--- config.mk ---
export PLATFORM = sky130hd
export DESIGN_NAME = rlink_bridge
export DESIGN_NICKNAME = d
export VERILOG_FILES = /design/src/rtl/rlb_pkg.sv /design/src/rtl/rlb_decode.sv /design/src/rtl/rlb_timer.sv /design/src/rtl/rlink_bridge.sv
export SDC_FILE = /design/constraint.sdc
export NUM_CORES = 1
export LEC_CHECK = 0
export BUFFER_PORTS_ARGS = -buffer_cell sky130_fd_sc_hd__buf_2
export CAP_MARGIN = 25
export CORE_UTILIZATION = 55
export DETAILED_ROUTE_END_ITERATION = 10
export PLACE_DENSITY = 0.86
export SLEW_MARGIN = 20
export SYNTH_ARGS = -nofsm -noshare
export SYNTH_HDL_FRONTEND = slang
export SYNTH_SLANG_ARGS = --single-unit
export TNS_END_PERCENT = 100
--- constraint.sdc ---
create_clock -name clk -period 5.3 [get_ports clk]
set_clock_uncertainty 0.05 [all_clocks]
set_input_delay 1.59 -clock clk [delete_from_list [all_inputs] [get_ports clk]]
set_output_delay 1.59 -clock clk [all_outputs]
set_load 0.02 [all_outputs]
--- src/rtl/rlb_pkg.sv ---
package rlb_pkg;

    typedef enum logic {
        ST_IDLE = 1'b0,
        ST_WAIT = 1'b1
    } rlb_state_e;

    typedef enum logic [2:0] {
        SEL_NONE  = 3'd0,
        SEL_CTRL  = 3'd1,
        SEL_ADDR  = 3'd2,
        SEL_WDATA = 3'd3,
        SEL_RDATA = 3'd4,
        SEL_TMO   = 3'd5
    } rlb_sel_e;

    // word indices (byte offset >> 2) inside the local window
    localparam logic [5:0] WIDX_CTRL  = 6'h04;
    localparam logic [5:0] WIDX_ADDR  = 6'h05;
    localparam logic [5:0] WIDX_WDATA = 6'h06;
    localparam logic [5:0] WIDX_RDATA = 6'h07;
    localparam logic [5:0] WIDX_TMO   = 6'h08;

    localparam logic [1:0] CMD_WRITE = 2'b01;
    localparam logic [1:0] CMD_READ  = 2'b11;

    localparam int BUSY_BIT = 0;
    localparam int ERR_BIT  = 15;
    localparam int LINK_LSB = 24;

endpackage

--- src/rtl/rlb_decode.sv ---
module rlb_decode
    import rlb_pkg::*;
(
    input  logic [31:2] h_addr,
    output logic        is_local,
    output logic [1:0]  link_sel,
    output rlb_sel_e    sel
);
    logic in_window;

    always_comb begin
        is_local  = (h_addr[31:28] == 4'd0);
        link_sel  = h_addr[29:28];
        in_window = is_local && (h_addr[27:8] == 20'd0);
        sel       = SEL_NONE;
        if (in_window) begin
            case (h_addr[7:2])
                WIDX_CTRL:  sel = SEL_CTRL;
                WIDX_ADDR:  sel = SEL_ADDR;
                WIDX_WDATA: sel = SEL_WDATA;
                WIDX_RDATA: sel = SEL_RDATA;
                WIDX_TMO:   sel = SEL_TMO;
                default:    sel = SEL_NONE;
            endcase
        end
    end
endmodule

--- src/rtl/rlb_timer.sv ---
module rlb_timer #(
    parameter int TMO_W = 16
) (
    input  logic             clk,
    input  logic             rst_n,
    input  logic             start,
    input  logic             run,
    input  logic [TMO_W-1:0] limit,
    output logic             expired
);
    typedef struct packed {
        logic [TMO_W-1:0] cnt;
        logic [TMO_W-1:0] lim;
    } tmr_t;

    tmr_t tmr_d, tmr_q;

    always_comb begin
        tmr_d = tmr_q;
        if (start) begin
            tmr_d.cnt = '0;
            tmr_d.lim = limit;
        end else if (run) begin
            tmr_d.cnt = tmr_q.cnt + 1'b1;
        end
        expired = run && (tmr_q.cnt == tmr_q.lim);
    end

    always_ff @(posedge clk or negedge rst_n) begin
        if (!rst_n) tmr_q <= '0;
        else        tmr_q <= tmr_d;
    end

    // the wait counter never passes its latched limit
    p_cnt_bound_r7: assert property (@(posedge clk) disable iff (!rst_n)
        run |-> (tmr_q.cnt <= tmr_q.lim));

endmodule

--- src/rtl/rlink_bridge.sv ---
module rlink_bridge
    import rlb_pkg::*;
#(
    parameter int TMO_W     = 16,
    parameter int TMO_RESET = 1024,
    parameter int RADDR_W   = 16
) (
    input  logic                 clk,
    input  logic                 rst_n,
    input  logic                 h_req,
    input  logic                 h_we,
    input  logic [31:2]          h_addr,
    input  logic [31:0]          h_wdata,
    output logic                 h_ready,
    output logic [31:0]          h_rdata,
    output logic                 l_req,
    output logic                 l_we,
    output logic [1:0]           l_link,
    output logic [RADDR_W-3:0]   l_addr,
    output logic [3:0]           l_be,
    output logic [31:0]          l_wdata,
    input  logic                 l_ack,
    input  logic                 l_err,
    input  logic [31:0]          l_rdata
);
    localparam int WADDR_W = RADDR_W - 2;
    localparam int BE_LSB  = RADDR_W;

    typedef struct packed {
        rlb_state_e         st;
        logic               mb_owner;
        logic               we;
        logic [1:0]         link;
        logic [WADDR_W-1:0] waddr;
        logic [3:0]         be;
        logic [31:0]        wdata;
        logic               lreq;
        logic               err;
        logic [31:0]        mbox_addr;
        logic [31:0]        mbox_wdata;
        logic [31:0]        mbox_rdata;
        logic [TMO_W-1:0]   tmo;
        logic               dir_done;
        logic [31:0]        dir_rdata;
    } brg_t;

    brg_t     brg_d, brg_q;
    logic     is_local;
    logic [1:0] link_sel;
    rlb_sel_e sel;
    logic     issue;
    logic     expired;
    logic     run;
    logic     cmd_wr;
    logic [31:0] status;
    logic [31:0] local_rd;

    rlb_decode u_decode (
        .h_addr   (h_addr),
        .is_local (is_local),
        .link_sel (link_sel),
        .sel      (sel)
    );

    assign run = (brg_q.st == ST_WAIT);

    rlb_timer #(.TMO_W(TMO_W)) u_timer (
        .clk     (clk),
        .rst_n   (rst_n),
        .start   (issue),
        .run     (run),
        .limit   (brg_q.tmo),
        .expired (expired)
    );

    always_comb begin
        status = '0;
        status[BUSY_BIT] = run;
        status[ERR_BIT]  = brg_q.err;
        case (sel)
            SEL_CTRL:  local_rd = status;
            SEL_ADDR:  local_rd = brg_q.mbox_addr;
            SEL_WDATA: local_rd = brg_q.mbox_wdata;
            SEL_RDATA: local_rd = brg_q.mbox_rdata;
            SEL_TMO:   local_rd = {{(32-TMO_W){1'b0}}, brg_q.tmo};
            default:   local_rd = '0;
        endcase
    end

    always_comb begin
        brg_d      = brg_q;
        brg_d.lreq = 1'b0;
        issue      = 1'b0;
        cmd_wr     = h_req && is_local && h_we && (sel == SEL_CTRL);

        if (h_req && is_local && h_we) begin
            case (sel)
                SEL_ADDR:  brg_d.mbox_addr  = h_wdata;
                SEL_WDATA: brg_d.mbox_wdata = h_wdata;
                SEL_TMO:   brg_d.tmo        = h_wdata[TMO_W-1:0];
                SEL_CTRL:  if (h_wdata[ERR_BIT]) brg_d.err = 1'b0;
                default: ;
            endcase
        end

        if (brg_q.dir_done && h_req) brg_d.dir_done = 1'b0;

        case (brg_q.st)
            ST_IDLE: begin
                if (cmd_wr && (h_wdata[1:0] == CMD_WRITE || h_wdata[1:0] == CMD_READ)) begin
                    issue          = 1'b1;
                    brg_d.st       = ST_WAIT;
                    brg_d.lreq     = 1'b1;
                    brg_d.mb_owner = 1'b1;
                    brg_d.we       = (h_wdata[1:0] == CMD_WRITE);
                    brg_d.link     = brg_q.mbox_addr[LINK_LSB +: 2];
                    brg_d.waddr    = brg_q.mbox_addr[RADDR_W-1:2];
                    brg_d.be       = (h_wdata[1:0] == CMD_WRITE) ?
                                     brg_q.mbox_addr[BE_LSB +: 4] : 4'hF;
                    brg_d.wdata    = brg_q.mbox_wdata;
                end else if (h_req && !is_local && !brg_q.dir_done) begin
                    issue          = 1'b1;
                    brg_d.st       = ST_WAIT;
                    brg_d.lreq     = 1'b1;
                    brg_d.mb_owner = 1'b0;
                    brg_d.we       = h_we;
                    brg_d.link     = link_sel;
                    brg_d.waddr    = h_addr[RADDR_W-1:2];
                    brg_d.be       = 4'hF;
                    brg_d.wdata    = h_wdata;
                end
            end
            ST_WAIT: begin
                if (l_ack) begin
                    brg_d.st = ST_IDLE;
                    if (l_err) brg_d.err = 1'b1;
                    if (brg_q.mb_owner) begin
                        if (!brg_q.we) brg_d.mbox_rdata = l_rdata;
                    end else begin
                        brg_d.dir_done  = 1'b1;
                        brg_d.dir_rdata = l_rdata;
                    end
                end else if (expired) begin
                    brg_d.st  = ST_IDLE;
                    brg_d.err = 1'b1;
                    if (brg_q.mb_owner) begin
                        if (!brg_q.we) brg_d.mbox_rdata = '1;
                    end else begin
                        brg_d.dir_done  = 1'b1;
                        brg_d.dir_rdata = '1;
                    end
                end
            end
            default: brg_d.st = ST_IDLE;
        endcase
    end

    always_ff @(posedge clk or negedge rst_n) begin
        if (!rst_n) begin
            brg_q     <= '0;
            brg_q.st  <= ST_IDLE;
            brg_q.tmo <= TMO_RESET[TMO_W-1:0];
        end else begin
            brg_q <= brg_d;
        end
    end

    assign h_ready = h_req && (is_local || brg_q.dir_done);
    assign h_rdata = is_local ? local_rd : brg_q.dir_rdata;
    assign l_req   = brg_q.lreq;
    assign l_we    = brg_q.we;
    assign l_link  = brg_q.link;
    assign l_addr  = brg_q.waddr;
    assign l_be    = brg_q.be;
    assign l_wdata = brg_q.wdata;

    // a request is a one-cycle pulse
    p_req_pulse_r2: assert property (@(posedge clk) disable iff (!rst_n)
        l_req |=> !l_req);

    // a request only goes out while the engine waits for it
    p_req_busy_r2: assert property (@(posedge clk) disable iff (!rst_n)
        l_req |-> run);

    // a command during a transfer launches nothing
    p_cmd_ignored_r6: assert property (@(posedge clk) disable iff (!rst_n)
        (run && cmd_wr) |=> !l_req);

    // expiry leaves the engine idle with the error flag set
    p_timeout_r7: assert property (@(posedge clk) disable iff (!rst_n)
        (expired && !l_ack) |=> (brg_q.err && !run));

    // the error flag only drops on an explicit clear
    p_err_sticky_r9: assert property (@(posedge clk) disable iff (!rst_n)
        (brg_q.err && !(cmd_wr && h_wdata[ERR_BIT])) |=> brg_q.err);

    // a finished direct access is never still in flight
    p_dir_idle_r10: assert property (@(posedge clk) disable iff (!rst_n)
        brg_q.dir_done |-> !run);

endmodule

==> qor.yml, run 1 <==
slowest_delay_ns: 0.54
crit_family: "simple AND/OR/NAND/NOR gates"
r2r_slack_ns: 2.65
h-tree-depth: 1
die_w_um: 142
vias: 8299
period_needed_ns: 5.22
ys_warn_count: 0
final_nets: 1141
overflow: 0
hpwl_um: 21900
finalPower_mw: 5.69
critPathRequiredTime_ns: 3.66
first_global_vias: 8152
syn_to_final_growth_pct: 17.7
crit_path_max_fanout: 5
drv_slew: 0
setup_tns_ns: 0
first_pass_iters: 6
antenna_found_initial: 2
timing.final.crit_share: 0.984
wirelength_um: 30900
cts-root-buf: "clkbuf_16"
netlist_area_sq_mm: 0.0109
post_cts_buffers: 0
multi_input_area_sq_mm: 0.00438
leakage_nw: 6.37
synth_top_area_share: 0.537
cp-start-kind: "input port"
worst_slew_pin_slew_ns: 0.933
clockBufferDepth: 3
cts_buffers: 24
yosys.cell_count.top_type: "dfrtp_1"
yosys-top-cells-area: "dfrtp_1 54%, mux2_2 8.2%, a22o_1 5.4%"
crit_top_cell: "buf_4"
yosysUniqueCellTypes: 52
hold_violations: 0
vias_per_cell: 6.27
ys_ff_latch: 234
rsz0062_at_grt: "false"
status: "completed"
cts_tree: "done"
clkLatencyLatePin_ns: 0.52
drive_gt1_frac: 0.346
seqCellArea_sq_mm: 0.00586
crit_type: "in2out"
max-vdd-ir-drop_mv: 0.275
grt_pass1_wl_um: 47500
ios: 187
yosysTopAreaCell: "dfrtp_1"
slew_headroom: 0.378
yosysSeqAreaShare: 0.539
crit_buf_inv: 4
hold_class: "reg2reg"
slowest_stage: "or4b_4"
die_h_um: 142
detail_route.wl_per_cell_um: 23.3
power_density_mw_per_mm2: 445
setup_viol: 0
max_clock_freq_mhz: 192
path_cells: "buf_2 > or4b_4 > a211oi_4 > buf_6 > and2_4 > buf_4 > a22oi_1 > o211ai_1 > buf_4"
design.die.area_sq_mm: 0.0203
drc: 0
synth_edf_count: 0
ys.flop_type: "dfrtp_1"
async_flop_share: 1.00
cts.sinks: 234
fillCellCount: 1500
syn-num-nets: 1000
netlist_instances: 899
port_buffers: 186
synth_commonest_cells: "233 x dfrtp_1, 79 x mux2_2, 67 x a22o_1, 64 x o22a_1, 57 x nand2_1"
grt_use_total: 0.311
ant_nets: 0
drt_iter0_drc: 788
critPathArrivalTime_ns: 3.58
initial_utilization: 0.560
cap_violations: 0
rows: 51
grt_max_degree: 123
gp_congestion: 0.936
core_area_sq_mm: 0.0194
syn_area_per_cell_sq_um: 12.1
clkTransAtPathRegs_ns: 0.06
endpoint_kind: "output pin"
kinds of logic (layout without fill, tap and decap cells):
| group | Yosys count | count (layout) | synth area share |
|---|---|---|---|
| muxes | 106 | 106 | 0.109 |
| xor gates and xnor gates | 29 | 29 | 0.0234 |
| and+or+nand+nor | 147 | 147 | 0.0690 |
| buffers and inverters | 123 | 280 | 0.0621 |
| DFF | 234 | 234 | 0.539 |
| AOI/OAI and AO/OA | 259 | 259 | 0.196 |
| adders and majority gates | 1 | 1 | 0.00115 |
| other | 0 | 2 | 0 |
power by group:
group / leakage (nW) / switching (mW) / internal, mW
registers: 2.97 / 0.221 / 2.10
logic: 2.99 / 0.980 / 0.675
clock network: 0.409 / 0.682 / 1.03
path summary, 6_finish.rpt:
kind                        startpoint           endpoint  depth (start not counted)
setup / recovery             h_addr[3]        h_rdata[14]                          9
hold / removal             l_wdata[14]        l_wdata[14]                          1
setup reg to reg                   run  u_timer.tmr_q[11]                          6
hold reg to reg            l_wdata[14]        l_wdata[14]                          1
max in group asynchronous        rst_n         brg_q[101]                          2
min in group asynchronous        rst_n          brg_q[88]                          1
cell usage in the layout, fill, tap and decap left out, types with 17 or more instances in the layout:
cell type	Yosys	layout
nand2_1	57	57
buf_4	53	42
a21o_1	49	49
mux2_2	79	79
xor2_1	23	23
a22o_1	67	67
dfrtp_1	233	233
mux2_1	19	19
a221o_1	17	17
clkbuf_16	0	25
buf_2	11	182
o22a_1	64	64
area by class of cell:
| cell class | count | area share |
|---|---|---|
| Tap cell | 265 | 0.0259 |
| Antenna cell | 2 | 0.000392 |
| Clock inverter | 6 | 0.00431 |
| Timing Repair Buffer | 233 | 0.108 |
| Clock buffer | 36 | 0.0592 |
| Sequential cell | 234 | 0.458 |
| Inverter | 5 | 0.00147 |
| Multi-Input combinational cell | 542 | 0.342 |
what timing repair did:
action | CTS | global route
endpoints found under the setup margin | 0 | 17
hold buffers | 0 | 0
gates resized for setup | 0 | 16
stage by stage:
step / worst slack [ns] / hold WS, ns / util / area [sq um] / cells
after floorplan: 0.200 / 0.400 / - / 10900 / 899
after global placement: 0.0844 / 0.404 / 0.614 / 11900 / 1278
after detailed placement: 0.0704 / 0.410 / 0.614 / 11900 / 1278
after CTS: 0.0491 / 0.423 / 0.655 / 12700 / 1320
after global routing: 0.0249 / 0.431 / 0.659 / 12800 / 1323
final: 0.0827 / 0.419 / 0.659 / 12800 / 1323
flip-flops by register name (all words and copies together) (netlist names):
signal	flops
l_addr	14
brg_q	147
l_we	1
l_req	1
l_be	4
u_timer.tmr_q	32
l_link	2
run	1
l_wdata	32
per-layer routing:
| layer | vias to the layer above | track usage | wire length [um] |
|---|---|---|---|
| li1 | 3603 | - | - |
| met1 | 4200 | 0.457 | 13600 |
| met2 | 441 | 0.443 | 13300 |
| met3 | 55 | 0.0935 | 3200 |
| met4 | 0 | 0.0889 | 760 |
| met5 | - | 0 | 0 |
Power figures use the tool's default switching activity.
==> run 2: changes to the inputs <==
CORE_UTILIZATION = 47   (was 55)
PLACE_DENSITY = 0.77   (was 0.86)
==> run 2 against run 1 <==
Compared with the run above:
- first-iteration DRC count is 17% lower
- global-route usage down 4.1 points
- setup slack worse by 0.068 ns
- core utilization decreased by 9.4 points
- flip-flop and latch count stayed put
- clock power decreased by 4%
- clock-buffer cell count grew 5
- largest power group unchanged
- critical endpoint is now h_rdata[12]
- largest cell class unchanged
==> qor.yml, run 2 (same netlist as run 1, synthesis figures left out) <==
status: "completed"
crit_type: "in2out"
regMostFlops: "brg_q"
overflow: 0
hold_depth: 1
drive_gt1_frac: 0.343
max_clock_freq_mhz: 189
cts_buffers: 25
final_cell_mix: "233 x dfrtp_1, 185 x buf_2, 79 x mux2_2"
antenna_found_initial: 4
h-tree-depth: 1
gp_congestion: 0.912
critPathRequiredTime_ns: 3.66
hpwl_um: 22600
grt_use_total: 0.270
met2_usage: 0.391
cap_violations: 0
crit_path_max_fanout: 10
busiest_layer: "met1"
clkTransAtPathRegs_ns: 0.06
hp-start: "l_addr[4]"
hold_buffers: 0
seqCellArea_sq_mm: 0.00586
grt_pass1_wl_um: 48700
initial_utilization: 0.480
setup_viol: 0
rsz0062_at_grt: "false"
final_nets: 1143
power_density_mw_per_mm2: 440
first_global_vias: 8128
detail_route.wl_per_cell_um: 23.6
multi_input_area_sq_mm: 0.00438
layout.cells.most_common: "dfrtp_1"
critPathArrivalTime_ns: 3.65
hold_class: "reg2reg"
wirelength_um: 31800
fillCellCount: 1919
die_w_um: 154
vias_per_cell: 6.13
setup_ws_ns: 0.0144
largest_reg_flops: 147
grtUsageMet3: 0.0691
period_needed_ns: 5.29
post_cts_buffers: 0
timing.final.crit_share: 0.997
endpoint_kind: "output pin"
met1_usage: 0.400
leakage_nw: 6.34
slew_headroom: 0.375
cts.sinks: 234
die_h_um: 154
worst_slew_pin_slew_ns: 0.938
cp-start-kind: "input port"
drv_slew: 0
rows: 55
ant_nets: 0
hold_violations: 0
pre_cts_slack_ns: -0.0608
max-vdd-ir-drop_mv: 0.228
ios: 187
port_buffers: 186
clockBufferDepth: 3
drc: 0
r2r_cells: 6
syn_to_final_growth_pct: 17.8
core_area_sq_mm: 0.0226
clkLatencyLatePin_ns: 0.52
grt_max_degree: 125
cts_tree: "done"
design.die.area_sq_mm: 0.0237
first_pass_iters: 5
drt_iter0_drc: 652
r2r-start: "run"
vias: 8250
cts-root-buf: "clkbuf_16"
crit_start: "h_addr[3]"
holdWs_ns: 0.419
==> run 2: final timing paths <==
path | slack (ns) | endpoint
max reg2reg | 2.50 | u_timer.tmr_q[9]
min reg2reg | 0.42 | l_addr[4]
max | 0.01 | h_rdata[12]
min | 0.42 | l_addr[4]
min in group asynchronous | 1.11 | brg_q[74]
max in group asynchronous | 2.99 | brg_q[43]
==> run 2: layout make-up <==
type                       instances  area share
inverter                           5     0.00147
multi-input combinational        542       0.342
clock buffer                      41      0.0591
tap                              285      0.0279
clock inverter                     3     0.00117
timing repair buffer             234       0.110
antenna                            2    0.000391
sequential                       234       0.458
==> run 2: per-layer routing <==
| metal | part of all wire | wire length (um) | up-vias |
|---|---|---|---|
| li1 | - | - | 3628 |
| met1 | 0.46 | 14500 | 4187 |
| met2 | 0.43 | 13700 | 378 |
| met3 | 0.088 | 2800 | 53 |
| met4 | 0.026 | 815 | 4 |
| met5 | 0.00085 | 27 | - |
==> run 2: what timing repair did <==
action	in CTS	in global routing
endpoints found under the setup margin	2	6
resized for setup	4	5
pin swaps	0	0
==> run 2: power by group <==
| group | switching, mW | total, mW | internal, mW |
|---|---|---|---|
| sequential | 0.227 | 2.33 | 2.10 |
| clock | 0.688 | 1.65 | 0.965 |
| combinational | 0.978 | 1.64 | 0.663 |
| total | 1.89 | 5.63 | 3.73 |
==> run 2: critical path, stage by stage <==
cell      delay [ns]
buf_2           0.10
or4b_1          0.53
a211oi_2        0.30
buf_6           0.20
and2_0          0.13
buf_4           0.16
a22oi_1         0.13
o211ai_1        0.26
buf_2           0.22
==> run 2: stage by stage <==
stage                     TNS, ns  std cells   util  total power [mW]  cell area [sq um]
after floorplan                 0        899      -              3.61              10900
after global placement    -0.0384       1300  0.529              3.96              12000
after detailed placement  -0.0608       1300  0.529              4.00              12000
after CTS                       0       1344  0.564              5.65              12800
after global routing            0       1346  0.565              5.88              12800
final                           0       1346  0.565              5.63              12800
